**src/rtl/dag_pkg.sv**
```systemverilog
package dag_pkg;
  typedef enum logic [2:0] {
    AM_DIRECT  = 3'd0,
    AM_IND     = 3'd1,
    AM_DISP    = 3'd2,
    AM_PREDEC  = 3'd3,
    AM_POSTINC = 3'd4
  } amode_e;

  localparam int RG_REG  = 0;
  localparam int RG_IO   = 1;
  localparam int RG_SRAM = 2;
  localparam int RG_W    = 3;

  localparam logic [1:0] PS_X = 2'd0;
  localparam logic [1:0] PS_Y = 2'd1;
  localparam logic [1:0] PS_Z = 2'd2;
endpackage

```
**src/rtl/dag_ptr_mux.sv**
```systemverilog
module dag_ptr_mux #(
  parameter int AW = 16
) (
  input  logic [1:0]    sel,
  input  logic [AW-1:0] x,
  input  logic [AW-1:0] y,
  input  logic [AW-1:0] z,
  output logic [AW-1:0] ptr,
  output logic [1:0]    sel_norm
);
  import dag_pkg::*;

  always_comb begin
    unique case (sel)
      PS_X: begin
        ptr      = x;
        sel_norm = PS_X;
      end
      PS_Y: begin
        ptr      = y;
        sel_norm = PS_Y;
      end
      default: begin
        ptr      = z;
        sel_norm = PS_Z;
      end
    endcase
  end
endmodule

```
**src/rtl/dag_ea_calc.sv**
```systemverilog
module dag_ea_calc #(
  parameter int AW     = 16,
  parameter int DISP_W = 6
) (
  input  logic [2:0]        mode,
  input  logic [AW-1:0]     ptr,
  input  logic [DISP_W-1:0] disp,
  input  logic [AW-1:0]     direct_addr,
  output logic [AW-1:0]     ea,
  output logic              wb_en,
  output logic [AW-1:0]     wb_val
);
  import dag_pkg::*;

  localparam int PAD_W = AW - DISP_W;

  logic [AW-1:0] disp_ext;
  logic [AW-1:0] ptr_dec;
  logic [AW-1:0] ptr_inc;
  logic [AW-1:0] ptr_off;

  assign disp_ext = {{PAD_W{1'b0}}, disp};
  assign ptr_dec  = ptr - {{(AW-1){1'b0}}, 1'b1};
  assign ptr_inc  = ptr + {{(AW-1){1'b0}}, 1'b1};
  assign ptr_off  = ptr + disp_ext;

  always_comb begin
    ea     = ptr;
    wb_en  = 1'b0;
    wb_val = ptr;
    case (amode_e'(mode))
      AM_DIRECT: ea = direct_addr;
      AM_DISP:   ea = ptr_off;
      AM_PREDEC: begin
        ea     = ptr_dec;
        wb_en  = 1'b1;
        wb_val = ptr_dec;
      end
      AM_POSTINC: begin
        ea     = ptr;
        wb_en  = 1'b1;
        wb_val = ptr_inc;
      end
      default: ea = ptr;
    endcase
  end
endmodule

```
**src/rtl/dag_region_dec.sv**
```systemverilog
module dag_region_dec #(
  parameter int AW    = 16,
  parameter int NREG  = 32,
  parameter int NIO   = 64,
  parameter int NSRAM = 1024,
  parameter int OFF_W = 10
) (
  input  logic [AW-1:0]           ea,
  output logic [dag_pkg::RG_W-1:0] region,
  output logic [OFF_W-1:0]        off,
  output logic                    oor
);
  import dag_pkg::*;

  localparam int IO_BASE   = NREG;
  localparam int SRAM_BASE = NREG + NIO;
  localparam int SPACE_END = SRAM_BASE + NSRAM;

  localparam logic [AW-1:0] IO_BASE_A   = AW'(IO_BASE);
  localparam logic [AW-1:0] SRAM_BASE_A = AW'(SRAM_BASE);
  localparam logic [AW-1:0] END_A       = AW'(SPACE_END);

  logic [AW-1:0] io_rel;
  logic [AW-1:0] sram_rel;

  assign io_rel   = ea - IO_BASE_A;
  assign sram_rel = ea - SRAM_BASE_A;

  always_comb begin
    region = '0;
    off    = '0;
    oor    = 1'b0;
    if (ea < IO_BASE_A) begin
      region[RG_REG] = 1'b1;
      off            = ea[OFF_W-1:0];
    end else if (ea < SRAM_BASE_A) begin
      region[RG_IO] = 1'b1;
      off           = io_rel[OFF_W-1:0];
    end else if (ea < END_A) begin
      region[RG_SRAM] = 1'b1;
      off             = sram_rel[OFF_W-1:0];
    end else begin
      oor = 1'b1;
    end
  end
endmodule

```
**src/rtl/dag_top.sv**
```systemverilog
module dag_top #(
  parameter int AW     = 16,
  parameter int DISP_W = 6,
  parameter int NREG   = 32,
  parameter int NIO    = 64,
  parameter int NSRAM  = 1024,
  parameter int OFF_W  = 10
) (
  input  logic              clk,
  input  logic              rst,
  input  logic              req_valid,
  input  logic [2:0]        mode,
  input  logic [1:0]        ptr_sel,
  input  logic [DISP_W-1:0] disp,
  input  logic [AW-1:0]     direct_addr,
  input  logic [AW-1:0]     ptr_x,
  input  logic [AW-1:0]     ptr_y,
  input  logic [AW-1:0]     ptr_z,
  output logic              out_valid,
  output logic [AW-1:0]     eff_addr,
  output logic [2:0]        region,
  output logic [OFF_W-1:0]  local_off,
  output logic              out_of_range,
  output logic              wb_en,
  output logic [1:0]        wb_sel,
  output logic [AW-1:0]     wb_val
);
  logic [AW-1:0]    ptr_c;
  logic [1:0]       sel_c;
  logic [AW-1:0]    ea_c;
  logic             wb_en_c;
  logic [AW-1:0]    wb_val_c;
  logic [2:0]       region_c;
  logic [OFF_W-1:0] off_c;
  logic             oor_c;

  dag_ptr_mux #(.AW(AW)) u_mux (
    .sel      (ptr_sel),
    .x        (ptr_x),
    .y        (ptr_y),
    .z        (ptr_z),
    .ptr      (ptr_c),
    .sel_norm (sel_c)
  );

  dag_ea_calc #(.AW(AW), .DISP_W(DISP_W)) u_calc (
    .mode        (mode),
    .ptr         (ptr_c),
    .disp        (disp),
    .direct_addr (direct_addr),
    .ea          (ea_c),
    .wb_en       (wb_en_c),
    .wb_val      (wb_val_c)
  );

  dag_region_dec #(
    .AW(AW), .NREG(NREG), .NIO(NIO), .NSRAM(NSRAM), .OFF_W(OFF_W)
  ) u_dec (
    .ea     (ea_c),
    .region (region_c),
    .off    (off_c),
    .oor    (oor_c)
  );

  always_ff @(posedge clk) begin
    if (rst) begin
      out_valid    <= 1'b0;
      eff_addr     <= '0;
      region       <= '0;
      local_off    <= '0;
      out_of_range <= 1'b0;
      wb_en        <= 1'b0;
      wb_sel       <= '0;
      wb_val       <= '0;
    end else begin
      out_valid <= req_valid;
      wb_en     <= req_valid & wb_en_c;
      if (req_valid) begin
        eff_addr     <= ea_c;
        region       <= region_c;
        local_off    <= off_c;
        out_of_range <= oor_c;
        wb_sel       <= sel_c;
        wb_val       <= wb_val_c;
      end
    end
  end
endmodule

```
**config.mk**
```make
export PLATFORM = sky130hd
export DESIGN_NAME = dag_top
export DESIGN_NICKNAME = d
export VERILOG_FILES = /design/src/rtl/dag_pkg.sv /design/src/rtl/dag_ptr_mux.sv /design/src/rtl/dag_ea_calc.sv /design/src/rtl/dag_region_dec.sv /design/src/rtl/dag_top.sv
export SDC_FILE = /design/constraint.sdc
export NUM_CORES = 1
export LEC_CHECK = 0
export ABC_AREA = 0
export ABC_CLOCK_PERIOD_IN_PS = 12550
export BUFFER_PORTS_ARGS = -buffer_cell sky130_fd_sc_hd__buf_4
export CORE_MARGIN = 3
export CORE_UTILIZATION = 44
export CTS_BUF_LIST = sky130_fd_sc_hd__clkbuf_16
export DETAILED_ROUTE_END_ITERATION = 7
export PLACE_DENSITY = 0.78
export SLEW_MARGIN = 20
export SYNTH_ARGS = -nofsm -noshare
export SYNTH_HDL_FRONTEND = slang
export SYNTH_SLANG_ARGS = --single-unit
```
**constraint.sdc**
```tcl
create_clock -name clk -period 12.55 [get_ports clk]
set_input_delay 1.255 -clock clk [delete_from_list [all_inputs] [get_ports clk]]
set_output_delay 1.255 -clock clk [all_outputs]
set_load 0.05 [all_outputs]
```
=== Yosys cells after proc, flatten, opt, wreduce, memory -nomap -nowiden ===
Cells that the tools add are included.

* Register bits: 50
* Bits in latches: 0
* Memory bits (writable): 0
* Memory bits (read-only): 0
* Input port bits: 78
* Output and inout port bits: 50
* Logic and storage cells: 40
* Memories: 0

* $add $sub $neg: 5
* $mul: 0
* Div/mod/pow operators: 0
* Magnitude comparators: 3
* Eq/ne operators: 4
* Shift operators: 0
* Multiplexer cells: 16
* Bitwise logic cells: 1
* Reductions and logical operators: 3

{| class="wikitable"
|+ Operators with widths
! cell !! count
|-
| $pmux 16 s2 || 2
|-
| $pmux 16 s3 || 1
|-
| $mux 10 || 3
|-
| $add 16x1->16 const B || 1
|-
| $add 16x6->16 || 1
|-
| $lt 16x11->1 const B || 1
|-
| $lt 16x6->1 const B || 1
|-
| $lt 16x7->1 const B || 1
|-
| $sub 16x1->16 const B || 1
|-
| $sub 10x6->10 const B || 1
|-
| $sub 10x7->10 const B || 1
|-
| $mux 1 || 8
|-
| $eq 3x2->1 const B || 2
|-
| $pmux 2 s2 || 1
|-
| $eq 3x3->1 const B || 1
|-
| $logic_not 3->1 || 1
|-
| $eq 2x1->1 const B || 1
|-
| $logic_not 2->1 || 1
|-
| $mux 2 || 1
|-
| $reduce_or 2->1 || 1
|-
| $and 1x1->1 || 1
|}

=== Logic depth before layout (Yosys ltp) ===
* Depth in word-level cells: 8
* Gate-level depth with buffers: 19
* Mapped depth without buffers: 16

=== Modules after synthesis ===
A second synthesis with hierarchy kept.

* Cells, all modules: 532
* Area total of the unflattened synthesis: 4,174.0 sq um

{| class="wikitable"
|+ Modules (own cells, without submodules)
! module !! instances !! cells each !! area each (sq um) !! sequential area each (sq um)
|-
| dag_top || 1 || 159 || 1,765.4 || 1,001.0
|-
| dag_ea_calc || 1 || 265 || 1,682.9 || 0.0
|-
| dag_region_dec || 1 || 53 || 369.1 || 0.0
|-
| dag_ptr_mux || 1 || 55 || 356.6 || 0.0
|}

=== Worst setup path after synthesis ===
No wires, ideal clock.

* Path kind: input to register
* Start: input ptr_sel[1]
* End: register region[2]
* Setup time: 0.121 ns
* Arrival time: 5.115 ns
* Required time: 12.429 ns
* Setup slack: 7.314 ns
* Cell stages on the path: 17
* Path buffers: 2
* Path through: buf_6 -> buf_6 -> o21ai_0 -> ha_1 -> inv_1 -> fa_1 -> nand3b_1 -> a21oi_1 -> o21ai_0 -> nor4_1 -> mux2i_1 -> a211oi_1 -> nand4_1 -> or4_4 -> nor3_4 -> or2b_4 -> o31ai_1

* Longest elaborated chain between the ends: 8
* Elaborated cells on any way between the ends: 12
* Those cells by class: 2 x add/sub; 3 x order compare; 1 x eq/ne; 5 x mux; 1 x reduce/logical

{| class="wikitable"
|+ RTL lines
! what !! line !! text
|-
| start: declaration || dag_top.sv:13 || <nowiki>input logic [1:0] ptr_sel,</nowiki>
|-
| $eq 2x1->1 / $logic_not 2->1 (equally long branches) || dag_ptr_mux.sv:14 || <nowiki>unique case (sel)</nowiki>
|-
| $pmux 16 s2 * || dag_ptr_mux.sv:14 ||
|-
| $sub 16x1->16 / $add 16x6->16 (equally long branches) || dag_ea_calc.sv:23, dag_ea_calc.sv:25 ||
|-
| $pmux 16 s3 * || dag_ea_calc.sv:31 || <nowiki>case (amode_e'(mode))</nowiki>
|-
| $lt 16x11->1 || dag_region_dec.sv:39 || <nowiki>end else if (ea < END_A) begin</nowiki>
|-
| $mux 1 || dag_region_dec.sv:39 ||
|-
| $mux 1 || dag_region_dec.sv:36 || <nowiki>end else if (ea < SRAM_BASE_A) begin</nowiki>
|-
| $mux 2 * || dag_region_dec.sv:33 || <nowiki>if (ea < IO_BASE_A) begin</nowiki>
|-
| end signal: assignment || dag_top.sv:80 || <nowiki>region <= region_c;</nowiki>
|-
| end: declaration || dag_top.sv:21 || <nowiki>output logic [2:0] region,</nowiki>
|}

Every way passes the cells marked *; elsewhere a longest branch is shown, timed or not.
A chain may end at the register's enable or synchronous reset.

=== Final worst setup path ===
* Start: input ptr_sel[0]
* End: register local_off[9]

* Longest elaborated chain between the ends: 8
* Elaborated cells on any way between the ends: 14
* Those cells by class: 4 x add/sub; 3 x order compare; 1 x eq/ne; 5 x mux; 1 x reduce/logical

{| class="wikitable"
|+ RTL lines
! what !! line !! text
|-
| $eq 2x1->1 / $logic_not 2->1 (equally long branches) || dag_ptr_mux.sv:14 ||
|-
| $pmux 16 s2 * || dag_ptr_mux.sv:14 ||
|-
| $sub 16x1->16 / $add 16x6->16 (equally long branches) || dag_ea_calc.sv:23, dag_ea_calc.sv:25 ||
|-
| $pmux 16 s3 * || dag_ea_calc.sv:31 ||
|-
| $lt 16x11->1 / $sub 10x7->10 (equally long branches) || dag_region_dec.sv:39, dag_region_dec.sv:27 ||
|-
| $mux 10 || dag_region_dec.sv:39 ||
|-
| $mux 10 || dag_region_dec.sv:36 ||
|-
| $mux 10 * || dag_region_dec.sv:33 ||
|-
| end signal: assignment || dag_top.sv:70 || <nowiki>local_off <= '0;</nowiki>
|-
| end signal: assignment || dag_top.sv:81 || <nowiki>local_off <= off_c;</nowiki>
|-
| end: declaration || dag_top.sv:22 || <nowiki>output logic [OFF_W-1:0] local_off,</nowiki>
|}

Marked as above.

==> out/qor.log <==
qor: status.run_status finished clean
qor: logic_synthesis.yosys-top-cells-area sky130_fd_sc_hd__dfxtp_1 24%, sky130_fd_sc_hd__nand2_1 7.6%, sky130_fd_sc_hd__mux2i_1 6.1%
qor: finish.layout-area-overhead-vs-synth 26.2%
qor: global_route.wire_length_of_the_first_global_routing_pass 21200 um
qor: logic_synthesis.synth-edff-count 0
qor: logic_synthesis.synth_cell_type_count 75
qor: power.power.total 0.000512 W
qor: sta.grt_setup_unrepaired no
qor: sta.fmax 170 MHz
qor: placement.gp_congestion 0.956
qor: power.powerDensity 99.2 nW/um^2
qor: global_route.grt_pass1_vias 4060
qor: logic_synthesis.ys_seq_area_share 24.5%
qor: min_path.holdCritPathClass register to register
qor: clocking.clock_latency 0.29 ns
qor: logic_synthesis.synthesis.nets 637
qor: die.fp.dieArea 10500 um^2
qor: finish.layout.nets 740
qor: placement.placed_cells_incl_taps 751
qor: global_route.grt_start_max_net_pins 45
qor: finish.final_core_utilization 58.0%
qor: die.io_pins 128
qor: critical_path.start_kind primary input
qor: logic_synthesis.synth_adder_area_share 3.86%
qor: logic_synthesis.synthSimpleGateAreaFrac 26.2%
qor: logic_synthesis.cell_area_after_synthesis 4090 um^2
qor: detailed_routing.drtIter0Drc 332
qor: power.p_leak 2.18 nW
qor: logic_synthesis.synth_compound_gate_area_share 26.7%
qor: critical_path.timing.critical_path.slowest_stage_cell sky130_fd_sc_hd__a221oi_1
qor: logic_synthesis.synthDominantAreaCellType sky130_fd_sc_hd__dfxtp_1
qor: sta.fin_crit 5.89 ns
qor: clocking.max-clock-path-buffers 2
qor: critical_path.timing.critical_path.slowest_cell_delay 0.87 ns
qor: logic_synthesis.post_synth_inst_count 547
qor: clocking.tritoncts yes
qor: finish.fill_cells 843
qor: die.floorplan.core_area 8890 um^2
qor: critical_path.worstPathCellList buf_4 > mux2i_1 > o21ai_1 > ha_1 > o21ai_0 > o21bai_1 > o311a_2 > a211oi_1 > a21oi_1 > a221oi_1 > nand4_1 > a2111o_1 > nor2_1 > o31ai_1 > o31ai_2
qor: critical_path.worst-path-max-fanout 17
qor: critical_path.worst-endpoint-arrival 6.09 ns
qor: clocking.clk_transition_reported_paths 0.07 ns
qor: sta.timing.final.crit_share 46.9%
qor: die.rows 34
qor: logic_synthesis.synthFlopType sky130_fd_sc_hd__dfxtp_1
qor: clocking.clock-root-buffer sky130_fd_sc_hd__clkbuf_16
qor: clocking.tritoncts_num_sinks 50
qor: die.die_span_in_x 102 um
qor: finish.most-common-layout-cells 129 x sky130_fd_sc_hd__buf_4, 83 x sky130_fd_sc_hd__nand2_1, 57 x sky130_fd_sc_hd__nor2_1
qor: detailed_routing.residual_drc 0
qor: global_route.grt_ovf 0
qor: clocking.clock_tree.htree_level_count 2
qor: critical_path.end_kind register
qor: critical_path.timing_worst_setup_path_type primary input to register
qor: finish.mostFrequentLayoutCell sky130_fd_sc_hd__buf_4
qor: sta.slew_headroom 26.0%
qor: sta.clock_skew 0 ns
qor: logic_synthesis.syn_avg_cell_area 7.48 um^2
qor: sta.finalSetupTns 0 ns
qor: power.vdd.ir_drop.worst 52.4 uV
qor: run.drv_cap 0
qor: finish.insertedDiodeCount 0
qor: sta.report.final.slew_viol_count 0
qor: logic_synthesis.post_synth_xor_area_fraction 6.43%
qor: placement.dp.final_hpwl 10800 um
qor: detailed_routing.vias_per_inst 5.98
qor: finish.drive_gt1_share 24.6%
qor: detailed_routing.postRouteAntennaNets 0
qor: logic_synthesis.yosys_warnings 0
qor: clocking.postCtsHoldBufs 0
qor: placement.port_buffers 127
qor: clocking.postCtsSetupBuffers 0
qor: logic_synthesis.async_flop_share 0%
qor: critical_path.required_time_of_the_worst_setup_path 12.75 ns
qor: global_route.grt_util_all_layers 25.5%
qor: detailed_routing.routed_wirelength 13800 um
qor: die.start_util 46.0%
qor: detailed_routing.detail_route.wl_per_cell 18.2 um
qor: detailed_routing.firstDrtPassIters 5
qor: sta.setup_violations 0
qor: logic_synthesis.largest_family_of_logic_cells_by_synthesized_area compound AO/OA/AOI/OAI gates
qor: critical_path.setup.reg_to_reg.worst_slack 11.81 ns
qor: critical_path.critical-path-top-delay-family compound AO/OA/AOI/OAI gates
qor: critical_path.crit_buf_inv 1
qor: sta.hold_viol_final 0
qor: clocking.tritoncts.num_buffers 5
qor: finish.stdcell_count 759
qor: clocking.cts_resized 0
qor: logic_synthesis.ys_seq_elements 50
qor: sta.max_slew.worst_pin.slew 1.11 ns
qor: die.die_h 102 um
qor: logic_synthesis.netlist.area_leader.share 24.5%
qor: global_route.grt_antenna_before_repair 0
qor: logic_synthesis.synth.mux.area_fraction 6.40%
qor: detailed_routing.vias 4539
-- sequential cells by signal, indices dropped and copies added, names as in the netlist --
name          flops
wb_sel            2
out_of_range      1
region            3
wb_en             1
wb_val           16
eff_addr         16
out_valid         1
local_off        10
-- through the flow --
| stage | hold slack, ns | worst slack [ns] | area, um^2 |
|---|---|---|---|
| finish | 0.438 | 6.66 | 5160 |
| global placement | 0.430 | 6.62 | 5010 |
| CTS | 0.446 | 6.73 | 5160 |
| floorplan | 0.658 | 7.31 | 4090 |
| global route | 0.470 | 6.41 | 5160 |
| detailed placement | 0.435 | 6.44 | 5010 |
-- per-layer routing --
| layer | part of all wire [%] | up-vias | global-route usage (%) |
|---|---|---|---|
| met5 | 0 | - | 0 |
| met4 | 1.6 | 0 | 6.66 |
| met3 | 7.6 | 16 | 2.59 |
| met2 | 44 | 234 | 38.9 |
| met1 | 47 | 2103 | 38.2 |
| li1 | - | 2186 | - |
-- power by group --
part,switching [W],leakage [nW],internal [W]
sequential,0.00000539,0.411,0.000168
clock,0.0000604,0.0698,0.0000739
combinational,0.000131,1.70,0.0000726
total,0.000197,2.18,0.000315
-- cell usage after synthesis (11+ instances only) --
master and number:
sky130_fd_sc_hd__a211oi_1 16, sky130_fd_sc_hd__a21oi_1 32, sky130_fd_sc_hd__clkbuf_1 22, sky130_fd_sc_hd__dfxtp_1 50, sky130_fd_sc_hd__ha_1 11, sky130_fd_sc_hd__inv_1 13, sky130_fd_sc_hd__mux2i_1 25, sky130_fd_sc_hd__nand2_1 83
sky130_fd_sc_hd__nand3_1 14, sky130_fd_sc_hd__nor2_1 58, sky130_fd_sc_hd__nor3_1 17, sky130_fd_sc_hd__o21a_1 11, sky130_fd_sc_hd__o21ai_0 35, sky130_fd_sc_hd__xnor2_1 28
-- area by class of cell --
class,count,area (um^2),area share [%]
clock buffers,5,125,2.42
inverters,16,60.1,1.16
repair buffers,129,968,18.8
clock inverters,3,21.3,0.412
flip-flops and latches,50,1000,19.4
well taps,108,135,2.62
multi-input cells,448,2850,55.2
-- logic make-up after synthesis --
group	Yosys count
muxes	26
adders and majority gates	12
buffers and inverters	49
AOI/OAI and AO/OA	161
and+or+nand+nor	219
DFF	50
xor gates and xnor gates	30
-- path summary, 6_finish.rpt --
kind                 from  depth (start not counted)           end
max            ptr_sel[0]                         15  local_off[9]
min          eff_addr[11]                          2  eff_addr[11]
max reg2reg   eff_addr[9]                          2   eff_addr[9]
min reg2reg  eff_addr[11]                          2  eff_addr[11]
-- worst min-delay path: stages, from the launching register on --
cell                      delay, ns
sky130_fd_sc_hd__dfxtp_1       0.31
sky130_fd_sc_hd__nand2_1       0.05
sky130_fd_sc_hd__nand2_1       0.04
No activity file was read; power rests on OpenSTA's default activity.
